==> config.mk <==
export PLATFORM = sky130hd
export DESIGN_NAME = softint_irq_top
export DESIGN_NICKNAME = d
export VERILOG_FILES = /design/src/rtl/softint_pkg.sv /design/src/rtl/softint_ctrl.sv /design/src/rtl/softint_dp.sv /design/src/rtl/softint_mask.sv /design/src/rtl/softint_irq_top.sv
export SDC_FILE = /design/constraint.sdc
export NUM_CORES = 1
export LEC_CHECK = 0
export BUFFER_PORTS_ARGS = -buffer_cell sky130_fd_sc_hd__buf_2
export CORE_MARGIN = 2
export CORE_UTILIZATION = 30
export DETAILED_ROUTE_END_ITERATION = 8
export MAX_ROUTING_LAYER = met4
export PLACE_DENSITY = 0.62
export REMOVE_ABC_BUFFERS = 1
export SLEW_MARGIN = 20
export SYNTH_ARGS = -nofsm -noshare
export SYNTH_HDL_FRONTEND = slang
export SYNTH_SLANG_ARGS = --single-unit
export TNS_END_PERCENT = 1
==> constraint.sdc <==
create_clock -name clk -period 1.6 [get_ports clk]
set_input_delay 0.24 -clock clk [delete_from_list [all_inputs] [get_ports clk]]
set_output_delay 0.24 -clock clk [all_outputs]
set_load 0.05 [all_outputs]
==> src/rtl/softint_pkg.sv <==
package softint_pkg;

  // write/read target select; the numeric codes are part of the port contract
  typedef enum logic [1:0] {
    SEL_DIRECT = 2'd0,
    SEL_SET    = 2'd1,
    SEL_CLEAR  = 2'd2,
    SEL_LEVEL  = 2'd3
  } regSel_e;

  // strobes from control to datapath, at most one high per cycle
  typedef struct packed {
    logic loadDirect;
    logic loadSet;
    logic loadClear;
    logic loadLevel;
  } strobe_t;

endpackage

==> src/rtl/softint_ctrl.sv <==
module softint_ctrl
  import softint_pkg::*;
(
  input  logic       clk,
  input  logic       rstN,
  input  logic       wrEn,
  input  logic [1:0] regSel,
  output strobe_t    strb
);

  regSel_e selDec;

  always_comb begin
    selDec = regSel_e'(regSel);
    strb   = '0;
    if (wrEn) begin
      unique case (selDec)
        SEL_DIRECT: strb.loadDirect = 1'b1;
        SEL_SET:    strb.loadSet    = 1'b1;
        SEL_CLEAR:  strb.loadClear  = 1'b1;
        SEL_LEVEL:  strb.loadLevel  = 1'b1;
        default:    strb            = '0;
      endcase
    end
  end

  // a write drives exactly one strobe, an idle cycle drives none
  p_one_strobe_r10: assert property (@(posedge clk) disable iff (!rstN)
    wrEn |-> $countones(strb) == 1);
  p_idle_strobe_r10: assert property (@(posedge clk) disable iff (!rstN)
    !wrEn |-> strb == '0);

endmodule

==> src/rtl/softint_dp.sv <==
module softint_dp
  import softint_pkg::*;
#(
  parameter int NUM_BITS = 17,
  parameter int PIL_W    = 4
) (
  input  logic                clk,
  input  logic                rstN,
  input  strobe_t             strb,
  input  logic [NUM_BITS-1:0] wrData,
  input  logic [NUM_BITS-1:0] hwSet,
  input  logic [1:0]          rdSel,
  output logic [NUM_BITS-1:0] softQ,
  output logic [PIL_W-1:0]    pilQ,
  output logic [NUM_BITS-1:0] softNext,
  output logic [PIL_W-1:0]    pilNext,
  output logic [NUM_BITS-1:0] rdData
);

  localparam int PAD_W = NUM_BITS - PIL_W;

  logic [NUM_BITS-1:0] softSw;

  // software operation first, hardware set ORed in afterwards
  always_comb begin
    softSw = softQ;
    if (strb.loadDirect) softSw = wrData;
    if (strb.loadSet)    softSw = softQ | wrData;
    if (strb.loadClear)  softSw = softQ & ~wrData;
    softNext = softSw | hwSet;
    pilNext  = strb.loadLevel ? wrData[PIL_W-1:0] : pilQ;
  end

  always_ff @(posedge clk) begin
    if (!rstN) begin
      softQ <= '0;
      pilQ  <= '0;
    end else begin
      softQ <= softNext;
      pilQ  <= pilNext;
    end
  end

  always_comb begin
    if (regSel_e'(rdSel) == SEL_LEVEL) rdData = {{PAD_W{1'b0}}, pilQ};
    else                               rdData = softQ;
  end

  p_set_alias_r3: assert property (@(posedge clk) disable iff (!rstN)
    strb.loadSet |=> softQ == ($past(softQ) | $past(wrData) | $past(hwSet)));
  p_clear_alias_r4: assert property (@(posedge clk) disable iff (!rstN)
    strb.loadClear |=> softQ == (($past(softQ) & ~$past(wrData)) | $past(hwSet)));
  p_hw_wins_r9: assert property (@(posedge clk) disable iff (!rstN)
    hwSet[NUM_BITS-1] |=> softQ[NUM_BITS-1]);
  p_hold_r10: assert property (@(posedge clk) disable iff (!rstN)
    (strb == '0 && hwSet == '0) |=> ($stable(softQ) && $stable(pilQ)));

endmodule

==> src/rtl/softint_mask.sv <==
module softint_mask #(
  parameter int NUM_BITS      = 17,
  parameter int PIL_W         = 4,
  parameter int SPECIAL_LEVEL = 14
) (
  input  logic                clk,
  input  logic                rstN,
  input  logic [NUM_BITS-1:0] softNext,
  input  logic [PIL_W-1:0]    pilNext,
  output logic [NUM_BITS-1:0] irqQ
);

  localparam int LAST = NUM_BITS - 1;
  localparam logic [PIL_W-1:0] SPECIAL_LVL = PIL_W'(SPECIAL_LEVEL);

  logic [NUM_BITS-1:0] reqNext;

  for (genvar n = 0; n < NUM_BITS; n++) begin : g_bit
    if (n == 0 || n == LAST) begin : g_timer
      // timer bits use the fixed threshold
      assign reqNext[n] = softNext[n] && (pilNext < SPECIAL_LVL);
    end else begin : g_level
      localparam logic [PIL_W:0] BIT_LVL = (PIL_W+1)'(n);
      // middle bits compare their own index to the level
      assign reqNext[n] = softNext[n] && ({1'b0, pilNext} < BIT_LVL);
    end
  end

  always_ff @(posedge clk) begin
    if (!rstN) irqQ <= '0;
    else       irqQ <= reqNext;
  end

endmodule

==> src/rtl/softint_irq_top.sv <==
module softint_irq_top
  import softint_pkg::*;
#(
  parameter int NUM_BITS      = 17,
  parameter int PIL_W         = 4,
  parameter int SPECIAL_LEVEL = 14
) (
  input  logic                clk,
  input  logic                rstN,
  input  logic                wrEn,
  input  logic [1:0]          regSel,
  input  logic [NUM_BITS-1:0] wrData,
  input  logic                tickMatch,
  input  logic                stickMatch,
  output logic [NUM_BITS-1:0] rdData,
  output logic [NUM_BITS-1:0] irqReq
);

  localparam int LAST = NUM_BITS - 1;

  strobe_t             strb;
  logic [NUM_BITS-1:0] hwSet;
  logic [NUM_BITS-1:0] softQ;
  logic [NUM_BITS-1:0] softNext;
  logic [PIL_W-1:0]    pilQ;
  logic [PIL_W-1:0]    pilNext;

  always_comb begin
    hwSet       = '0;
    hwSet[0]    = tickMatch;
    hwSet[LAST] = stickMatch;
  end

  softint_ctrl u_ctrl (
    .clk    (clk),
    .rstN   (rstN),
    .wrEn   (wrEn),
    .regSel (regSel),
    .strb   (strb)
  );

  softint_dp #(.NUM_BITS(NUM_BITS), .PIL_W(PIL_W)) u_dp (
    .clk      (clk),
    .rstN     (rstN),
    .strb     (strb),
    .wrData   (wrData),
    .hwSet    (hwSet),
    .rdSel    (regSel),
    .softQ    (softQ),
    .pilQ     (pilQ),
    .softNext (softNext),
    .pilNext  (pilNext),
    .rdData   (rdData)
  );

  softint_mask #(.NUM_BITS(NUM_BITS), .PIL_W(PIL_W), .SPECIAL_LEVEL(SPECIAL_LEVEL)) u_mask (
    .clk      (clk),
    .rstN     (rstN),
    .softNext (softNext),
    .pilNext  (pilNext),
    .irqQ     (irqReq)
  );

  // requests stay a subset of the stored pending word
  p_req_subset_r8: assert property (@(posedge clk) disable iff (!rstN)
    (irqReq & ~softQ) == '0);
  p_timer_gate_r6: assert property (@(posedge clk) disable iff (!rstN)
    (irqReq[0] || irqReq[LAST]) |-> (pilQ < PIL_W'(SPECIAL_LEVEL)));
  p_top_level_r7: assert property (@(posedge clk) disable iff (!rstN)
    (pilQ == '1) |-> (irqReq[LAST-1:1] == '0));
  p_level_write_r5: assert property (@(posedge clk) disable iff (!rstN)
    strb.loadLevel |=> pilQ == $past(wrData[PIL_W-1:0]));

endmodule

After elaboration in Yosys (flattened, before gate mapping):

Index checks and enable logic that the tools add are counted.

* latch bits: 0
* output and inout bits: 34
* memory bits (writable): 0
* memories kept: 0
* bits in read-only memories: 0
* bits of input ports: 24
* register bits: 38

* bitwise operators: 4
* eq/ne operators: 3
* divide/modulo/power cells: 0
* mux-type cells: 10
* order comparisons: 16
* shift-type cells: 0
* add/subtract/negate cells: 0
* reductions and logical operators: 18
* multipliers: 0

Operator list (count)
* $mux W17: 4
* $lt A4 B4 Y1 const B: 9
* $or A17 B17 Y17: 2
* $and A17 B17 Y17: 1
* $logic_and A1 B1 Y1: 17
* $not A17 Y17: 1
* $lt A4 B3 Y1 const B: 4
* $lt A4 B2 Y1 const B: 2
* $mux W4: 2
* $eq A2 B2 Y1 const B: 2
* $lt A4 B1 Y1 const B: 1
* $mux W1: 4
* $eq A2 B1 Y1 const B: 1
* $logic_not A2 Y1: 1

Depth between registers and ports, before layout:

* word-level depth: 8
* depth in mapped cells: 5

Modules after synthesis:

From an unflattened synthesis, not the netlist that was laid out.

* cells, all modules: 230
* area, all modules: 1999.4 µm²

By module, submodules not included
* softint_dp: cells each 177, instances 1, seq. area each 420.4 µm², area each 1401.3 µm²
* softint_mask: cells each 48, instances 1, seq. area each 340.3 µm², area each 556.8 µm²
* softint_ctrl: cells each 4, instances 1, seq. area each 0.0 µm², area each 37.5 µm²
* softint_irq_top: cells each 1, instances 1, seq. area each 0.0 µm², area each 3.8 µm²

Least setup slack after synthesis:

No wires, ideal clock.

* path type: input port to output port
* from: input regSel[1]
* to: output rdData[10]
* path slack: -3 ps
* path buffers: 3
* stages on the path: 5
* data arrival time: 1363 ps
* cells stage by stage: buf_2 > buf_2 > nand2_1 > clkbuf_1 > and2_1

* cells in the longest elaborated chain, start to end: 2

Ends and longest elaborated chain
* start: declaration: RTL line softint_irq_top.sv:11 `input logic [1:0] regSel,`
* $eq A2 B2 Y1: RTL line softint_dp.sv:45 `if (regSel_e'(rdSel) == SEL_LEVEL) rdData = {{PAD_W{1'b0}}, pilQ};`
* $mux W17: RTL line softint_dp.sv:45
* end: declaration: RTL line softint_irq_top.sv:15 `output logic [NUM_BITS-1:0] rdData,`

No other way between the ends.

Worst setup path after layout:

* from: register u_dp.pilQ[0]
* to: output rdData[0]

* cells in the longest elaborated chain, start to end: 1

Ends and longest elaborated chain
* start: declaration: RTL line softint_dp.sv:14 `output logic [PIL_W-1:0] pilQ,`
* start signal: assignment: RTL line softint_dp.sv:40 `pilQ <= pilNext;`
* $mux W17: RTL line softint_dp.sv:45

No other way between the ends.

==> results.md <==
* Status: complete, no violations
* Clock Sinks at 38
* Syn avg cell area at 8.41 um2
* Fmax at 663 MHz
* IO Pins at between 50 and 60
* Total power at 2.13 mW
* Clk root buf: clkbuf_8
* Leakage at 1.00 nW
* Met2 usage at 24.0%
* Hold slack at about 190 ps
* Layout cell share with drive strength beyond 1 at 31.0%
* Crit Path Class: reg2out
* Worst-margin pin slew at ~460 ps
* RR Endpoint: u_mask.irqQ[1]
* Placed cell count at 340
* GR Overflow Total at 0
* Post-route setup TNS at 0 ps
* Clock network power share at 31.4%
* Post-synthesis cell area at 1820 um2
* Pwr per Cell Area at 933 nW/um2
* Routing usage on met1 at 20.8%
* Vias in the first global route at 1640
* Endpoint, Worst Hold: u_dp.pilQ[3]
* Final Util at 38.8%
* Post-CTS Hold Buffers at 0
* Post-synth top area share at 41.7%
* Grt peak-use layer: met2
* Buffers added on ports at 57
* Initial antenna violation count at 0
* Reg-to-reg slack, setup at 390 ps
* Antenna-violating nets left at 0
* Row cnt at 28
* FF-to-FF path depth at 3
* CTS Buf Count at 5
* DIE AREA at 6720 um2
* Yosys warnings at 0
* Max Cap Viol at 0
* Min Clock Period, post-route at 1510 ps
* DRT Wirelength at 4810 um
* Int Power at approximately 1.5 mW
* Commonest cells after routing, fill and taps aside: buf_2 (57), dfxtp_1 (36), nand2_1 (30)
* Hold Vio Cnt, Final at 0
* CTS max path bufs at 2
* Final Non-Filler Cells at between 300 and 400
* Register area share after synthesis at between 40% and 50%
* Largest net degree at the start of global routing at 24
* Reg power frac at between 40 and 50%
* Die Width at 82.0 um
* Final setup vio count at 0
* Worst-Skew Late Latency at a little under 300 ps
* CTS tree: yes
* Top cells by area, synth: dfxtp_1 (42%), a21oi_1 (6.6%), nand2_1 (6.2%)
* Area Overhead vs Synth at 25.2%
* #FFs+latches synth at 38
* Post-route DRC at 0
* HPWL after DPL at 3360 um
* Comb power frac at about a fifth
* Initial detailed-routing violation count at 127
* CP Data Arrival Time at 1270 ps
* Max-slew headroom at 69.6%
* Hold depth at 2
* Worst vdd ir at about 0.34 mV
* DRT Pass-1 Iters at 4
* Yosys cell types at 28
* Via/cell ratio at 5.01
* CP endpoint kind: primary output
* Final net count at 296
* GRT Total Usage at 15.7%
* Sw frac at between 30% and 40%
* Max Clock Skew at between 1.5 and 2 ps
* Mapped Cells at 217
* Crit Path Max Fanout at 8
* DR vias at 1733
* Die H at 82.0 um
* N_diodes at 0
* Hold_sp: rstN
* GRT met3 Usage at 3.52%
* Htree depth at 2
* Hold Path Class: in2reg
* Slew Limit Fails at 0
* Routed WL per cell at 13.9 um
* GPL Wtd Cong at 0.792
* Starting Density at a little over 30%
* First-pass GRT wire length at 7890 um
* Clock transition at path regs at around 70 ps
* Total core area at 5890 um2
* Most common cell after layout, fill and taps aside: buf_2
* RSZ-0062 raised after global routing: no
* Final worst-path cycle share at 94.3%
* Fillers at 613
* Psw at 0.665 mW
* Required time of the worst setup path at 1360 ps
* Reg2reg start: u_dp.pilQ[2]
* CP startpoint kind: register
* Leading area contributor after synthesis: dfxtp_1
==> cell families (layout without fill, tap and decap cells) <==
family / count (synthesis) / count (layout) / share of synthesized area (%)
simple gates: 89 / 89 / 24.8
mux: 12 / 12 / 7.13
buf+inv: 18 / 72 / 5.14
compound gates: 60 / 60 / 21.2
flops: 38 / 38 / 41.7
==> Yosys cell counts, drive strengths merged <==
master	number
a21oi	24
nor2b	18
a2111oi	6
buf	7
clkbuf	10
nor3	6
nand2b	1
nand3	9
a211oi	4
mux2	5
a221oi	7
o21ai	19
and3	1
nand3b	2
and2	14
mux2i	7
nand2	30
clkinv	1
dfxtp	38
nor2	8
==> repair_timing <==
item	in CTS	in global routing
setup buffers	0	0
setup endpoints to repair	0	2
resized for setup	0	2
endpoints found under the hold margin	0	0
==> final cells by class <==
type / count / area (um2) / area share (%)
Clock buffer: 6 / 82.6 / 3.62
Tap cell: 75 / 93.8 / 4.11
Sequential cell: 38 / 763 / 33.4
Multi-Input combinational cell: 161 / 970 / 42.5
Inverter: 1 / 3.75 / 0.164
Timing Repair Buffer: 65 / 370 / 16.2
==> routing by layer <==
layer | vias up | share of wire, %
met2 | 44 | 47
met5 | - | 0
li1 | 876 | -
met4 | 0 | 1.2
met3 | 6 | 5.3
met1 | 807 | 46
==> registers in the layout, summed over array words and instances (netlist names) <==
| register | flops |
|---|---|
| u_dp.pilQ | 4 |
| u_mask.irqQ | 17 |
| u_dp.softQ | 17 |
==> worst max-delay path, stage by stage, from the launching register on <==
cell and delay, ps:
dfxtp_1 510, mux2_2 220, buf_2 250
==> power groups by stage <==
stage / sequential, mW / clock [mW] / combinational, mW
CTS: 1.01 / 0.674 / 0.451
detailed placement: 1.04 / 0 / 0.451
global placement: 1.04 / 0 / 0.444
global route: 1.02 / 0.713 / 0.484
finish: 1.01 / 0.669 / 0.448
floorplan: 1.11 / 0 / 0.221
==> stage by stage <==
stage	cell area [um2]	setup WS, ps
finish	2280	91.0
global route	2280	45.6
CTS	2280	16.9
detailed placement	2200	119
global placement	2200	172
floorplan	1730	124
==> worst max-delay path by stage <==
stage | startpoint | end | slack, ps | cells after the start
CTS | u_dp.pilQ[1] | rdData[1] | 20 | 2
detailed placement | regSel[1] | u_mask.irqQ[5] | 120 | 4
global placement | regSel[1] | u_mask.irqQ[6] | 170 | 4
finish | u_dp.pilQ[0] | rdData[0] | 90 | 2
floorplan | wrEn | u_mask.irqQ[15] | 120 | 3
global route | u_dp.pilQ[0] | rdData[0] | 50 | 2
Power figures use the tool's default switching activity.
